## src/rtl/cfg_seq_pkg.sv

```systemverilog
`timescale 1ns/1ps
package cfg_seq_pkg;
  localparam logic [7:0] OP_STATUS   = 8'h00;
  localparam logic [7:0] OP_RDDATA   = 8'h01;
  localparam logic [7:0] OP_OPEN     = 8'h0B;
  localparam logic [7:0] OP_CLOSE    = 8'h0C;
  localparam logic [7:0] OP_PRG_INIT = 8'hAE;
  localparam logic [7:0] OP_PRG_ARG  = 8'h01;
  localparam logic [7:0] OP_FRAME    = 8'hEE;
  localparam logic [7:0] OP_RELEASE  = 8'h23;

  localparam int FRAME_BYTES  = 16;
  localparam int RESULT_BYTES = 4;

  localparam int SB_BUSY  = 0;
  localparam int SB_READY = 1;
  localparam int SB_VIOL  = 2;
  localparam int SB_ERR   = 3;

  typedef enum logic [2:0] {
    ST_OPEN_CMD, ST_OPEN_RD, ST_PROG, ST_FRAME, ST_CLOSE, ST_REL
  } step_e;

  typedef enum logic [1:0] {
    EK_NONE = 2'd0, EK_TIMEOUT = 2'd1, EK_DEVICE = 2'd2, EK_RESULT = 2'd3
  } err_kind_e;

  function automatic logic [2:0] step_phase(step_e s);
    case (s)
      ST_OPEN_CMD, ST_OPEN_RD: return 3'd1;
      ST_PROG:                 return 3'd2;
      ST_FRAME:                return 3'd3;
      ST_CLOSE:                return 3'd4;
      default:                 return 3'd5;
    endcase
  endfunction

  function automatic logic [4:0] step_len(step_e s);
    case (s)
      ST_OPEN_RD: return 5'(1 + RESULT_BYTES);
      ST_PROG:    return 5'd2;
      ST_FRAME:   return 5'(1 + FRAME_BYTES);
      default:    return 5'd1;
    endcase
  endfunction

  function automatic logic [7:0] step_byte(step_e s, logic [4:0] idx);
    case (s)
      ST_OPEN_CMD: return OP_OPEN;
      ST_OPEN_RD:  return (idx == 5'd0) ? OP_RDDATA : OP_STATUS;
      ST_PROG:     return (idx == 5'd0) ? OP_PRG_INIT : OP_PRG_ARG;
      ST_FRAME:    return OP_FRAME;
      ST_CLOSE:    return OP_CLOSE;
      default:     return OP_RELEASE;
    endcase
  endfunction
endpackage

```

## src/rtl/cfg_spi_shift.sv

```systemverilog
`timescale 1ns/1ps
module cfg_spi_shift #(
  parameter int CLK_DIV = 4
) (
  input  logic       clk_i,
  input  logic       rst_ni,
  input  logic       start_i,
  input  logic [7:0] tx_i,
  output logic       done_o,
  output logic [7:0] rx_o,
  output logic       sclk_o,
  output logic       mosi_o,
  input  logic       miso_i
);
  localparam int DW = (CLK_DIV > 1) ? $clog2(CLK_DIV) : 1;

  logic [DW-1:0] div_q;
  logic [2:0]    bit_q;
  logic          busy_q, sclk_q, done_q;
  logic [7:0]    tx_q, rx_q;

  always_ff @(posedge clk_i or negedge rst_ni) begin
    if (!rst_ni) begin
      div_q <= '0; bit_q <= '0; busy_q <= 1'b0; sclk_q <= 1'b0;
      done_q <= 1'b0; tx_q <= '0; rx_q <= '0;
    end else begin
      done_q <= 1'b0;
      if (!busy_q) begin
        if (start_i) begin
          busy_q <= 1'b1; tx_q <= tx_i; div_q <= '0; bit_q <= '0; sclk_q <= 1'b0;
        end
      end else if (div_q == DW'(CLK_DIV - 1)) begin
        div_q <= '0;
        if (!sclk_q) begin
          sclk_q <= 1'b1;
          rx_q   <= {rx_q[6:0], miso_i};
        end else begin
          sclk_q <= 1'b0;
          if (bit_q == 3'd7) begin
            busy_q <= 1'b0;
            done_q <= 1'b1;
          end else begin
            bit_q <= bit_q + 3'd1;
            tx_q  <= {tx_q[6:0], 1'b0};
          end
        end
      end else begin
        div_q <= div_q + DW'(1);
      end
    end
  end

  assign done_o = done_q;
  assign rx_o   = rx_q;
  assign sclk_o = sclk_q;
  assign mosi_o = busy_q & tx_q[7];

  // data line frozen while the clock is high
  a_r1_mosi_hold: assert property (@(posedge clk_i) disable iff (!rst_ni)
    sclk_q |-> $stable(mosi_o));
  // a byte always ends with the clock back low
  a_r1_done_low: assert property (@(posedge clk_i) disable iff (!rst_ni)
    done_o |-> !sclk_o);
endmodule

```

## src/rtl/cfg_settle_timer.sv

```systemverilog
`timescale 1ns/1ps
module cfg_settle_timer #(
  parameter int CYCLES = 200000
) (
  input  logic clk_i,
  input  logic rst_ni,
  input  logic start_i,
  output logic done_o
);
  localparam int TW = $clog2(CYCLES + 1);

  logic [TW-1:0] cnt_q;
  logic          run_q, done_q;

  always_ff @(posedge clk_i or negedge rst_ni) begin
    if (!rst_ni) begin
      cnt_q <= '0; run_q <= 1'b0; done_q <= 1'b0;
    end else begin
      done_q <= 1'b0;
      if (start_i) begin
        run_q <= 1'b1; cnt_q <= '0;
      end else if (run_q) begin
        if (cnt_q == TW'(CYCLES - 1)) begin
          run_q <= 1'b0; done_q <= 1'b1;
        end else begin
          cnt_q <= cnt_q + TW'(1);
        end
      end
    end
  end

  assign done_o = done_q;

  // count never passes the programmed settle length
  a_r8_settle_range: assert property (@(posedge clk_i) disable iff (!rst_ni)
    run_q |-> (cnt_q < TW'(CYCLES)));
endmodule

```

## src/rtl/fpga_cfg_seq.sv

```systemverilog
`timescale 1ns/1ps
module fpga_cfg_seq
  import cfg_seq_pkg::*;
#(
  parameter int CLK_DIV       = 4,
  parameter int POLL_LIMIT    = 10000,
  parameter int SETTLE_CYCLES = 200000,
  parameter int FCW           = 16
) (
  input  logic           clk_i,
  input  logic           rst_ni,
  input  logic           start_i,
  input  logic [FCW-1:0] frame_count_i,
  input  logic [7:0]     bs_data_i,
  input  logic           bs_valid_i,
  output logic           bs_ready_o,
  output logic           done_o,
  output logic           error_o,
  output logic [2:0]     err_phase_o,
  output logic [1:0]     err_kind_o,
  output logic           sclk_o,
  output logic           cs_no,
  output logic           mosi_o,
  input  logic           miso_i
);
  localparam int PCW = (POLL_LIMIT > 1) ? $clog2(POLL_LIMIT) : 1;

  typedef enum logic [2:0] {
    S_IDLE, S_POLL1, S_PGAP, S_POLL2, S_CGAP, S_CMD, S_SETTLE, S_DONE
  } state_e;

  state_e         state_q;
  step_e          step_q;
  logic [4:0]     idx_q;
  logic [FCW-1:0] frames_q;
  logic [PCW-1:0] poll_q;
  logic           inflight_q, to_cmd_q, res_nz_q, done_q, err_q;
  logic [2:0]     eph_q;
  logic [1:0]     ekind_q;

  logic       sh_start, sh_done;
  logic [7:0] sh_tx, sh_rx;
  logic       tmr_start, tmr_done;
  logic       in_poll, need_data, need_ready, last_byte;
  logic       st_fault, st_wait;

  assign in_poll    = (state_q == S_POLL1) || (state_q == S_POLL2);
  assign need_data  = (step_q == ST_FRAME) && (idx_q != 5'd0);
  assign need_ready = (step_q == ST_OPEN_RD);
  assign last_byte  = (idx_q == step_len(step_q) - 5'd1);
  assign st_fault   = sh_rx[SB_VIOL] | sh_rx[SB_ERR];
  assign st_wait    = sh_rx[SB_BUSY] | (need_ready & ~sh_rx[SB_READY]);

  assign sh_start = !inflight_q &&
                    (in_poll || ((state_q == S_CMD) && (!need_data || bs_valid_i)));
  assign sh_tx    = in_poll ? OP_STATUS : (need_data ? bs_data_i : step_byte(step_q, idx_q));
  assign tmr_start = (state_q == S_CMD) && sh_done && last_byte && (step_q == ST_CLOSE);

  assign bs_ready_o  = (state_q == S_CMD) && need_data && !inflight_q;
  assign cs_no       = !(in_poll || (state_q == S_CMD));
  assign done_o      = done_q;
  assign error_o     = err_q;
  assign err_phase_o = eph_q;
  assign err_kind_o  = ekind_q;

  cfg_spi_shift #(.CLK_DIV(CLK_DIV)) u_shift (
    .clk_i, .rst_ni, .start_i(sh_start), .tx_i(sh_tx), .done_o(sh_done),
    .rx_o(sh_rx), .sclk_o, .mosi_o, .miso_i
  );

  cfg_settle_timer #(.CYCLES(SETTLE_CYCLES)) u_settle (
    .clk_i, .rst_ni, .start_i(tmr_start), .done_o(tmr_done)
  );

  always_ff @(posedge clk_i or negedge rst_ni) begin
    if (!rst_ni)           inflight_q <= 1'b0;
    else if (sh_start)     inflight_q <= 1'b1;
    else if (sh_done)      inflight_q <= 1'b0;
  end

  always_ff @(posedge clk_i or negedge rst_ni) begin
    if (!rst_ni) begin
      state_q <= S_IDLE; step_q <= ST_OPEN_CMD; idx_q <= '0; frames_q <= '0;
      poll_q <= '0; to_cmd_q <= 1'b0; res_nz_q <= 1'b0; done_q <= 1'b0;
      err_q <= 1'b0; eph_q <= '0; ekind_q <= EK_NONE;
    end else begin
      case (state_q)
        S_IDLE, S_DONE: if (start_i) begin
          state_q <= S_POLL1; step_q <= ST_OPEN_CMD; frames_q <= frame_count_i;
          poll_q <= '0; done_q <= 1'b0; err_q <= 1'b0; eph_q <= '0; ekind_q <= EK_NONE;
        end
        S_POLL1: if (sh_done) state_q <= S_PGAP;
        S_PGAP:  state_q <= S_POLL2;
        S_POLL2: if (sh_done) begin
          if (st_fault) begin
            state_q <= S_DONE; done_q <= 1'b1; err_q <= 1'b1;
            eph_q <= step_phase(step_q); ekind_q <= EK_DEVICE;
          end else if (st_wait) begin
            if (poll_q == PCW'(POLL_LIMIT - 1)) begin
              state_q <= S_DONE; done_q <= 1'b1; err_q <= 1'b1;
              eph_q <= step_phase(step_q); ekind_q <= EK_TIMEOUT;
            end else begin
              poll_q <= poll_q + PCW'(1); to_cmd_q <= 1'b0; state_q <= S_CGAP;
            end
          end else begin
            poll_q <= '0; to_cmd_q <= 1'b1; idx_q <= '0; res_nz_q <= 1'b0;
            state_q <= S_CGAP;
          end
        end
        S_CGAP: state_q <= to_cmd_q ? S_CMD : S_POLL1;
        S_CMD: if (sh_done) begin
          if ((step_q == ST_OPEN_RD) && (idx_q != 5'd0) && (sh_rx != 8'h00)) res_nz_q <= 1'b1;
          if (!last_byte) begin
            idx_q <= idx_q + 5'd1;
          end else begin
            to_cmd_q <= 1'b0;
            state_q  <= S_CGAP;
            case (step_q)
              ST_OPEN_CMD: step_q <= ST_OPEN_RD;
              ST_OPEN_RD: begin
                if (res_nz_q || (sh_rx != 8'h00)) begin
                  state_q <= S_DONE; done_q <= 1'b1; err_q <= 1'b1;
                  eph_q <= step_phase(step_q); ekind_q <= EK_RESULT;
                end else begin
                  step_q <= ST_PROG;
                end
              end
              ST_PROG: step_q <= (frames_q == '0) ? ST_CLOSE : ST_FRAME;
              ST_FRAME: begin
                frames_q <= frames_q - FCW'(1);
                if (frames_q == FCW'(1)) step_q <= ST_CLOSE;
              end
              ST_CLOSE: begin
                state_q <= S_SETTLE; step_q <= ST_REL;
              end
              default: begin
                state_q <= S_DONE; done_q <= 1'b1;
              end
            endcase
          end
        end
        S_SETTLE: if (tmr_done) state_q <= S_POLL1;
        default:  state_q <= S_IDLE;
      endcase
    end
  end

  // no clock activity outside a selected transaction
  a_r1_sclk_needs_cs: assert property (@(posedge clk_i) disable iff (!rst_ni)
    cs_no |-> !sclk_o);
  // stream accepted only inside a frame transaction
  a_r9_ready_in_frame: assert property (@(posedge clk_i) disable iff (!rst_ni)
    bs_ready_o |-> !cs_no);
  // an error always comes with done and a phase/kind code
  a_r10_error_coded: assert property (@(posedge clk_i) disable iff (!rst_ni)
    error_o |-> (done_o && (err_kind_o != 2'd0) && (err_phase_o != 3'd0)));
  // retry counter stays inside the limit
  a_r4_poll_bound: assert property (@(posedge clk_i) disable iff (!rst_ni)
    poll_q <= PCW'(POLL_LIMIT - 1));
  // finished block leaves the bus and stream idle
  a_r11_done_quiet: assert property (@(posedge clk_i) disable iff (!rst_ni)
    done_o |-> (cs_no && !bs_ready_o));
  // the second status read starts after chip select was high
  a_r2_pair_gap: assert property (@(posedge clk_i) disable iff (!rst_ni)
    (state_q == S_POLL2 && $past(state_q) != S_POLL2) |-> $past(cs_no));
endmodule

```

## config.mk

```make
export PLATFORM = sky130hd
export DESIGN_NAME = fpga_cfg_seq
export DESIGN_NICKNAME = d
export VERILOG_FILES = /design/src/rtl/cfg_seq_pkg.sv /design/src/rtl/cfg_spi_shift.sv /design/src/rtl/cfg_settle_timer.sv /design/src/rtl/fpga_cfg_seq.sv
export SDC_FILE = /design/constraint.sdc
export NUM_CORES = 1
export LEC_CHECK = 0
export ABC_AREA = 1
export BUFFER_PORTS_ARGS = -buffer_cell sky130_fd_sc_hd__buf_4
export CAP_MARGIN = 40
export CORE_AREA = 2 2 117 119
export DETAILED_ROUTE_END_ITERATION = 8
export DIE_AREA = 0 0 119 121
export HOLD_SLACK_MARGIN = 0.08
export PLACE_DENSITY = 0.77
export REMOVE_ABC_BUFFERS = 1
export SLEW_MARGIN = 20
export SYNTH_ARGS = -nofsm -noshare
export SYNTH_HDL_FRONTEND = slang
export SYNTH_SLANG_ARGS = --single-unit
```

## constraint.sdc

```tcl
create_clock -name clk_i -period 1.71 [get_ports clk_i]
set_clock_uncertainty 0.1 [all_clocks]
set_input_delay 0.342 -clock clk_i [delete_from_list [all_inputs] [get_ports clk_i]]
set_output_delay 0.342 -clock clk_i [all_outputs]
set_load 0.01 [all_outputs]
```

==> results.sh, run 1 <==
export IMPL_status="finished with violations"
export IMPL_vias=7728
export IMPL_top_layer="met4"
export IMPL_grt_max_degree=44
export IMPL_dpl_hpwl_um=11600
export IMPL_core_area_um2=13100
export IMPL_rsz0062_at_grt="yes"
export IMPL_drt_first_pass_iters=6
export IMPL_synth_avg_cell_area_um2=7.02
export IMPL_grt_pass1_vias=6795
export IMPL_timing_max_cap_violations=0
export IMPL_crit_path_end_kind="flip-flop"
export IMPL_synth_flop_cell="dfrtp_1"
export IMPL_diodes=0
export IMPL_synth_cell_types=43
export IMPL_hp_class="in -> reg"
export IMPL_clockBufferDepth=2
export IMPL_grt_pass1_wl_um=31900
export IMPL_synth_edff_count=0
export IMPL_die_area_um2=14400
export IMPL_slew_viol_final=0
export IMPL_initial_core_util_pct=46.5
export IMPL_insertion_delay_ns=0.37
export IMPL_nFillCells=814
export IMPL_finalNetCount=1114
export IMPL_postPlaceCellArea_um2=7500
export IMPL_areaGrowthSynthToFinish_pct=53.4
export IMPL_violations="negative setup slack"
export IMPL_syn_area_um2=6080
export IMPL_ant_nets=0
export IMPL_rows=42
export IMPL_layout_common_cells="nand2_1 (212), buf_4 (170), dfrtp_1 (90), nor2_1 (71), inv_1 (69)"
export IMPL_hold_violations=0
export IMPL_io_pin_count=40
export IMPL_antenna_found_initial=0
export IMPL_wl_met3_um=2490
export IMPL_die_w_um=119
export IMPL_ys_ff_latch=95
export IMPL_place_gp_congestion=0.927
export IMPL_htreeDepth=3
export IMPL_cts_buffers=9
export IMPL_async_flop_share_pct=100
export IMPL_peakVddDrop_mv=0.609
export IMPL_setup_ws_ns=-0.444
export IMPL_post_drt_wl_per_cell_um=20.2
export IMPL_setup_viol=85
export IMPL_cp_arrival_ns=2.33
export IMPL_cp_start_kind="flip-flop"
export IMPL_clockRootBuffer="clkbuf_16"
export IMPL_numPortBuffers=39
export IMPL_synth_largest_area_cell="dfrtp_1"
export IMPL_vias_per_cell=6.15
export IMPL_drc=0
export IMPL_required_ns=1.89
export IMPL_netlist_top_cells_area="dfrtp_1 (39%), nand2_1 (16%), nand3_1 (8.2%)"
export IMPL_cts_sinks=95
export IMPL_worstMarginPinSlew_ns=0.515
export IMPL_crit_fanout=7
export IMPL_cts_clk_slew_worst_paths_ns=0.08
export IMPL_yosysTopAreaCellShare_pct=39.1
export IMPL_finalCoreUtilization_pct=71.3
export IMPL_wl_met2_um=12000
export IMPL_fmax_mhz=464
export IMPL_drt_total_wl_um=25400
export IMPL_drive_above_1_share_pct=41.3
export IMPL_grt_overflow_total=0
export IMPL_path_class="reg -> reg"
export IMPL_tritoncts="built"
export IMPL_yosysWarnings=0
export IMPL_drt_iter0_drc=1179
export IMPL_p_per_area_nw_per_um2=1500
export IMPL_p_leak_nw=4.54
export IMPL_die_h_um=121
export IMPL_slew_headroom_pct=65.4
export IMPL_fin_crit_sh_pct=126
export IMPL_grt_usage_pct=27.8
export IMPL_yosysSeqAreaShare_pct=39.1
export IMPL_met1_length_um=8810
export IMPL_final_common_cell="nand2_1"
export IMPL_final_area_um2=9330
export IMPL_synthCells=866
export IMPL_post_route_min_period_ns=2.15
==> Yosys cell counts, drive strengths merged (9+ instances only) <==
cell type / instances
nand2: 275
nand3: 103
nor2: 103
dfrtp: 95
inv: 90
o21ai: 49
nand4: 33
a21oi: 18
buf: 17
nor3: 17
xor2: 13
ha: 9
nand3b: 9
==> per-stage QoR <==
step,worst slack (ns),power [W],std cells,hold WS (ns),TNS [ns]
final,-0.444,0.0140,1257,0.160,-19.40
after global routing,-0.469,0.0146,1257,0.181,-24.06
after CTS,-0.184,0.0122,1247,0.138,-4.96
after detailed placement,-0.176,0.00857,1191,0.190,-7.66
after global placement,-0.115,0.00843,1191,0.191,-4.18
after floorplan,-0.367,0.00628,845,-0.0536,-18.20
==> metal layers <==
metal  up-vias  GRT usage, %
li1       3247             -
met5         -             0
met4         0          15.2
met1      3630          32.8
met3       212          4.51
met2       639          48.3
==> timing repair <==
item	in CTS	in global routing
endpoints found under the setup margin	81	86
resized for setup	156	145
hold endpoints to repair	23	0
hold buffers	1	0
gates cloned	5	1
pin swaps	68	65
buffers inserted	34	14
==> worst max-delay path: stages, from the launching register on <==
cell and delay, ns:
dfrtp_2 0.45, buf_8 0.16, inv_6 0.08, nor2_4 0.04, nand3_2 0.13, nand2_4 0.07
nor2_4 0.16, nand2_4 0.09, nand2_4 0.06, and2_4 0.27, buf_6 0.17, nand3_2 0.09
nand2_1 0.17
==> flip-flops by register name (all words and copies together), names as in the netlist, 2 cells and up <==
signal / flops
u_shift.tx_q: 8
err_phase_o: 3
step_q: 3
poll_q: 14
u_shift.bit_q: 3
state_q: 3
u_settle.cnt_q: 18
idx_q: 5
err_kind_o: 2
u_shift.div_q: 2
u_shift.rx_o: 8
frames_q: 16
==> layout make-up <==
class | instances | area (um^2) | area share [%]
clock buffers | 9 | 225 | 2.41
clock inverters | 7 | 80.1 | 0.858
inverters | 91 | 383 | 4.10
multi-input cells | 661 | 4100 | 44.0
flip-flops and latches | 95 | 2380 | 25.6
well taps | 176 | 220 | 2.36
repair buffers | 218 | 1940 | 20.8
==> report_power, final <==
group	switching, W	internal [W]	total [W]	leakage, nW
Sequential	0.000545	0.00282	0.00337	1.23
Combinational	0.00488	0.00361	0.00850	3.17
Clock	0.00101	0.00115	0.00216	0.143
==> cell families (layout without fill, tap and decap cells) <==
group,count (synthesis),in the layout,share of synthesized area (%)
simple gates,550,552,41.2
buf+inv,112,325,7.84
flops,95,95,39.1
compound gates,83,83,7.47
xor+xnor,16,16,2.31
fa+ha+maj,9,9,1.85
mux,1,1,0.185
==> final timing paths <==
| kind | slack (ns) | cells after the start | from | end |
|---|---|---|---|---|
| worst min-delay path | 0.16 | 3 | miso_i | u_shift.rx_o[0] |
| max in group asynchronous | 0.59 | 3 | rst_ni | u_shift.sclk_o |
| min in group asynchronous | 0.33 | 2 | rst_ni | frames_q[7] |
| worst min register to register | 0.39 | 2 | err_phase_o[2] | err_phase_o[2] |
| worst max-delay path | -0.44 | 12 | step_q[1] | step_q[1] |
| worst max register to register | -0.44 | 12 | step_q[1] | step_q[1] |
(Power assumes the default switching activity.)
==> run 2, diff against run 1 <==
==> constraint.sdc (replaced) <==
create_clock -name clk_i -period 1.71 [get_ports clk_i]
set_clock_uncertainty 0.1 [all_clocks]
set_input_delay 0 -clock clk_i [delete_from_list [all_inputs] [get_ports clk_i]]
set_output_delay 0 -clock clk_i [all_outputs]
set_load 0.01 [all_outputs]
==> run 2 against run 1 <==
  * Cell count rose by 0.56%
  * Critical path depth is 1 lower
  * Largest cell class unchanged
  * Hold slack worse by 0.055 ns
  * Highest routed layer unchanged
  * Critical path type unchanged
  * Fmax increased by 11%
  * First-iteration DRC count down 49%
  * Via count is 12% lower
  * The run still ends with negative setup slack left
==> results.sh, run 2 (same netlist as run 1, synthesis figures left out) <==
export IMPL_status="finished with violations"
export IMPL_violations="negative setup slack"
export IMPL_insertion_delay_ns=0.37
export IMPL_clockBufferDepth=2
export IMPL_finalNetCount=1121
export IMPL_cp_slowest_cell="dfrtp_2"
export IMPL_slew_viol_final=0
export IMPL_crit_fanout=8
export IMPL_setup_ws_ns=-0.224
export IMPL_max_stage_delay_ns=0.49
export IMPL_grt_pass1_wl_um=28500
export IMPL_final_setup_tns_ns=-7.45
export IMPL_required_ns=1.86
export IMPL_htreeDepth=3
export IMPL_path_cells="buf_6 -> nand3_2 -> nand2_1 -> inv_2 -> nor2_4 -> nand2_4 -> nand2_4 -> and2_4 -> nand2_8 -> nand2_1 -> nand2_1"
export IMPL_place_gp_congestion=0.980
export IMPL_cts_sinks=95
export IMPL_fmax_mhz=517
export IMPL_die_w_um=119
export IMPL_swShare_pct=43.4
export IMPL_cp_arrival_ns=2.09
export IMPL_die_h_um=121
export IMPL_grt_max_degree=41
export IMPL_cp_start_kind="flip-flop"
export IMPL_drc=0
export IMPL_clockRootBuffer="clkbuf_16"
export IMPL_crit_start="step_q[1]"
export IMPL_initial_core_util_pct=46.5
export IMPL_core_area_um2=13100
export IMPL_grt_pass1_vias=6141
export IMPL_p_int_w=0.00650
export IMPL_rows=42
export IMPL_drt_iter0_drc=600
export IMPL_io_pin_count=40
export IMPL_p_per_area_nw_per_um2=1310
export IMPL_regMostFlops="u_settle.cnt_q"
export IMPL_drt_first_pass_iters=7
export IMPL_numPlacedInstances=1192
export IMPL_cp_buffers_inverters=2
export IMPL_post_route_min_period_ns=1.93
export IMPL_stdcell_count=1264
export IMPL_hp_class="in -> async"
export IMPL_holdWs_ns=0.105
export IMPL_ant_nets=0
export IMPL_pwr_share_clk_pct=17.4
export IMPL_drive_above_1_share_pct=30.7
export IMPL_die_area_um2=14400
export IMPL_peakVddDrop_mv=0.529
export IMPL_areaGrowthSynthToFinish_pct=44.5
export IMPL_preCtsSetupSlack_ns=-0.181
export IMPL_path_class="reg -> reg"
export IMPL_vias_per_cell=5.37
export IMPL_grt_usage_pct=24.4
export IMPL_crit_path_end_kind="flip-flop"
export IMPL_antenna_found_initial=0
export IMPL_vias=6790
export IMPL_largest_registers="u_settle.cnt_q (18), frames_q (16), poll_q (14)"
export IMPL_worstMarginPinSlew_ns=0.454
export IMPL_tritoncts="built"
export IMPL_final_common_cell="nand2_1"
export IMPL_grt_overflow_total=0
export IMPL_seq_power_share_pct=28.6
export IMPL_hold_violations=0
export IMPL_numPortBuffers=39
export IMPL_setup_viol=62
export IMPL_rsz0062_at_grt="yes"
export IMPL_fin_crit_sh_pct=113
export IMPL_switchingPower_w=0.00499
export IMPL_diodes=0
export IMPL_r2r_setup_slack_ns=-0.22
export IMPL_nFillCells=990
export IMPL_largest_register_ffs=18
export IMPL_post_drt_wl_per_cell_um=15.0
export IMPL_p_leak_nw=4.40
export IMPL_critPathMostFrequentCell="nand2_1"
export IMPL_slew_headroom_pct=69.5
export IMPL_cts_buffers=9
export IMPL_dpl_hpwl_um=11700
export IMPL_cts_clk_slew_worst_paths_ns=0.07
export IMPL_timing_max_cap_violations=0
export IMPL_pwr_share_comb_pct=54.0
export IMPL_critPathTopFamily="simple AND/OR/NAND/NOR gates"
export IMPL_layout_common_cells="nand2_1 (243), buf_4 (171), dfrtp_1 (91), nand3_1 (88), nor2_1 (80)"
export IMPL_drt_total_wl_um=19000
export IMPL_r2r_start="step_q[1]"
## run 2: cell count changes in the layout (fill, tap and decap cells not counted), moves of 13 or more
cell and change:
nand2_1 +31, nand3_1 +28, dlygate4sd3_1 +27, nand3_2 -27
nand2_2 -17, buf_6 -15, o21ai_0 +13
## run 2: path summary, 6_finish.rpt
check	end	cells past startpoint
hold reg to reg	frames_q[1]	2
setup reg to reg	frames_q[11]	11
min in group clk_i	done_o	7
setup / recovery	frames_q[11]	11
hold / removal	err_kind_o[0]	3
max in group asynchronous	step_q[1]	4
## run 2: power groups by stage
stage                     Combinational, W  Clock [W]  Sequential (W)
final                              0.00621    0.00200         0.00329
after global routing               0.00682    0.00212         0.00335
after CTS                          0.00568    0.00200         0.00325
after detailed placement           0.00526          0         0.00327
after global placement             0.00518          0         0.00326
after floorplan                    0.00299          0         0.00328
## run 2: cell type report
| type | count | area (um^2) | area share [%] |
|---|---|---|---|
| inverter | 91 | 350 | 3.99 |
| clock inverter | 7 | 56.3 | 0.641 |
| tap | 176 | 220 | 2.51 |
| clock buffer | 9 | 225 | 2.56 |
| multi-input combinational | 661 | 3620 | 41.2 |
| timing repair buffer | 225 | 1930 | 21.9 |
| sequential | 95 | 2380 | 27.1 |
## run 2: what timing repair did
item                                    CTS  global route
endpoints found under the hold margin   123             0
setup buffers                             7            15
endpoints found under the setup margin   80            84
hold buffers                             28             0
gates resized for setup                  51            84
pin swaps                                20            26
cloned                                    3             3
## run 2: worst register-to-register path, stage by stage (launching register included)
cell and delay [ns]:
dfrtp_2 0.49, buf_6 0.15, nand3_2 0.08, nand2_1 0.10, inv_2 0.07, nor2_4 0.15
nand2_4 0.08, nand2_4 0.06, and2_4 0.24, nand2_8 0.11, nand2_1 0.11, nand2_1 0.06
## run 2: metal layers
layer	global-route usage (%)	up-vias	part of all wire [%]
met1	31.5	3185	42
met4	10.3	0	2.8
met5	0	-	0
li1	-	3270	-
met3	3.67	56	6.5
met2	40.9	279	49
## run 2: through the flow
step,util (%),total power [W],cell area (um^2)
3_5_place_dp,57.4,0.00853,7510
6_report,67.1,0.0115,8780
4_1_cts,63.4,0.0109,8300
5_1_grt,67.1,0.0123,8780
3_3_place_gp,57.4,0.00843,7510
2_1_floorplan,-,0.00628,5950
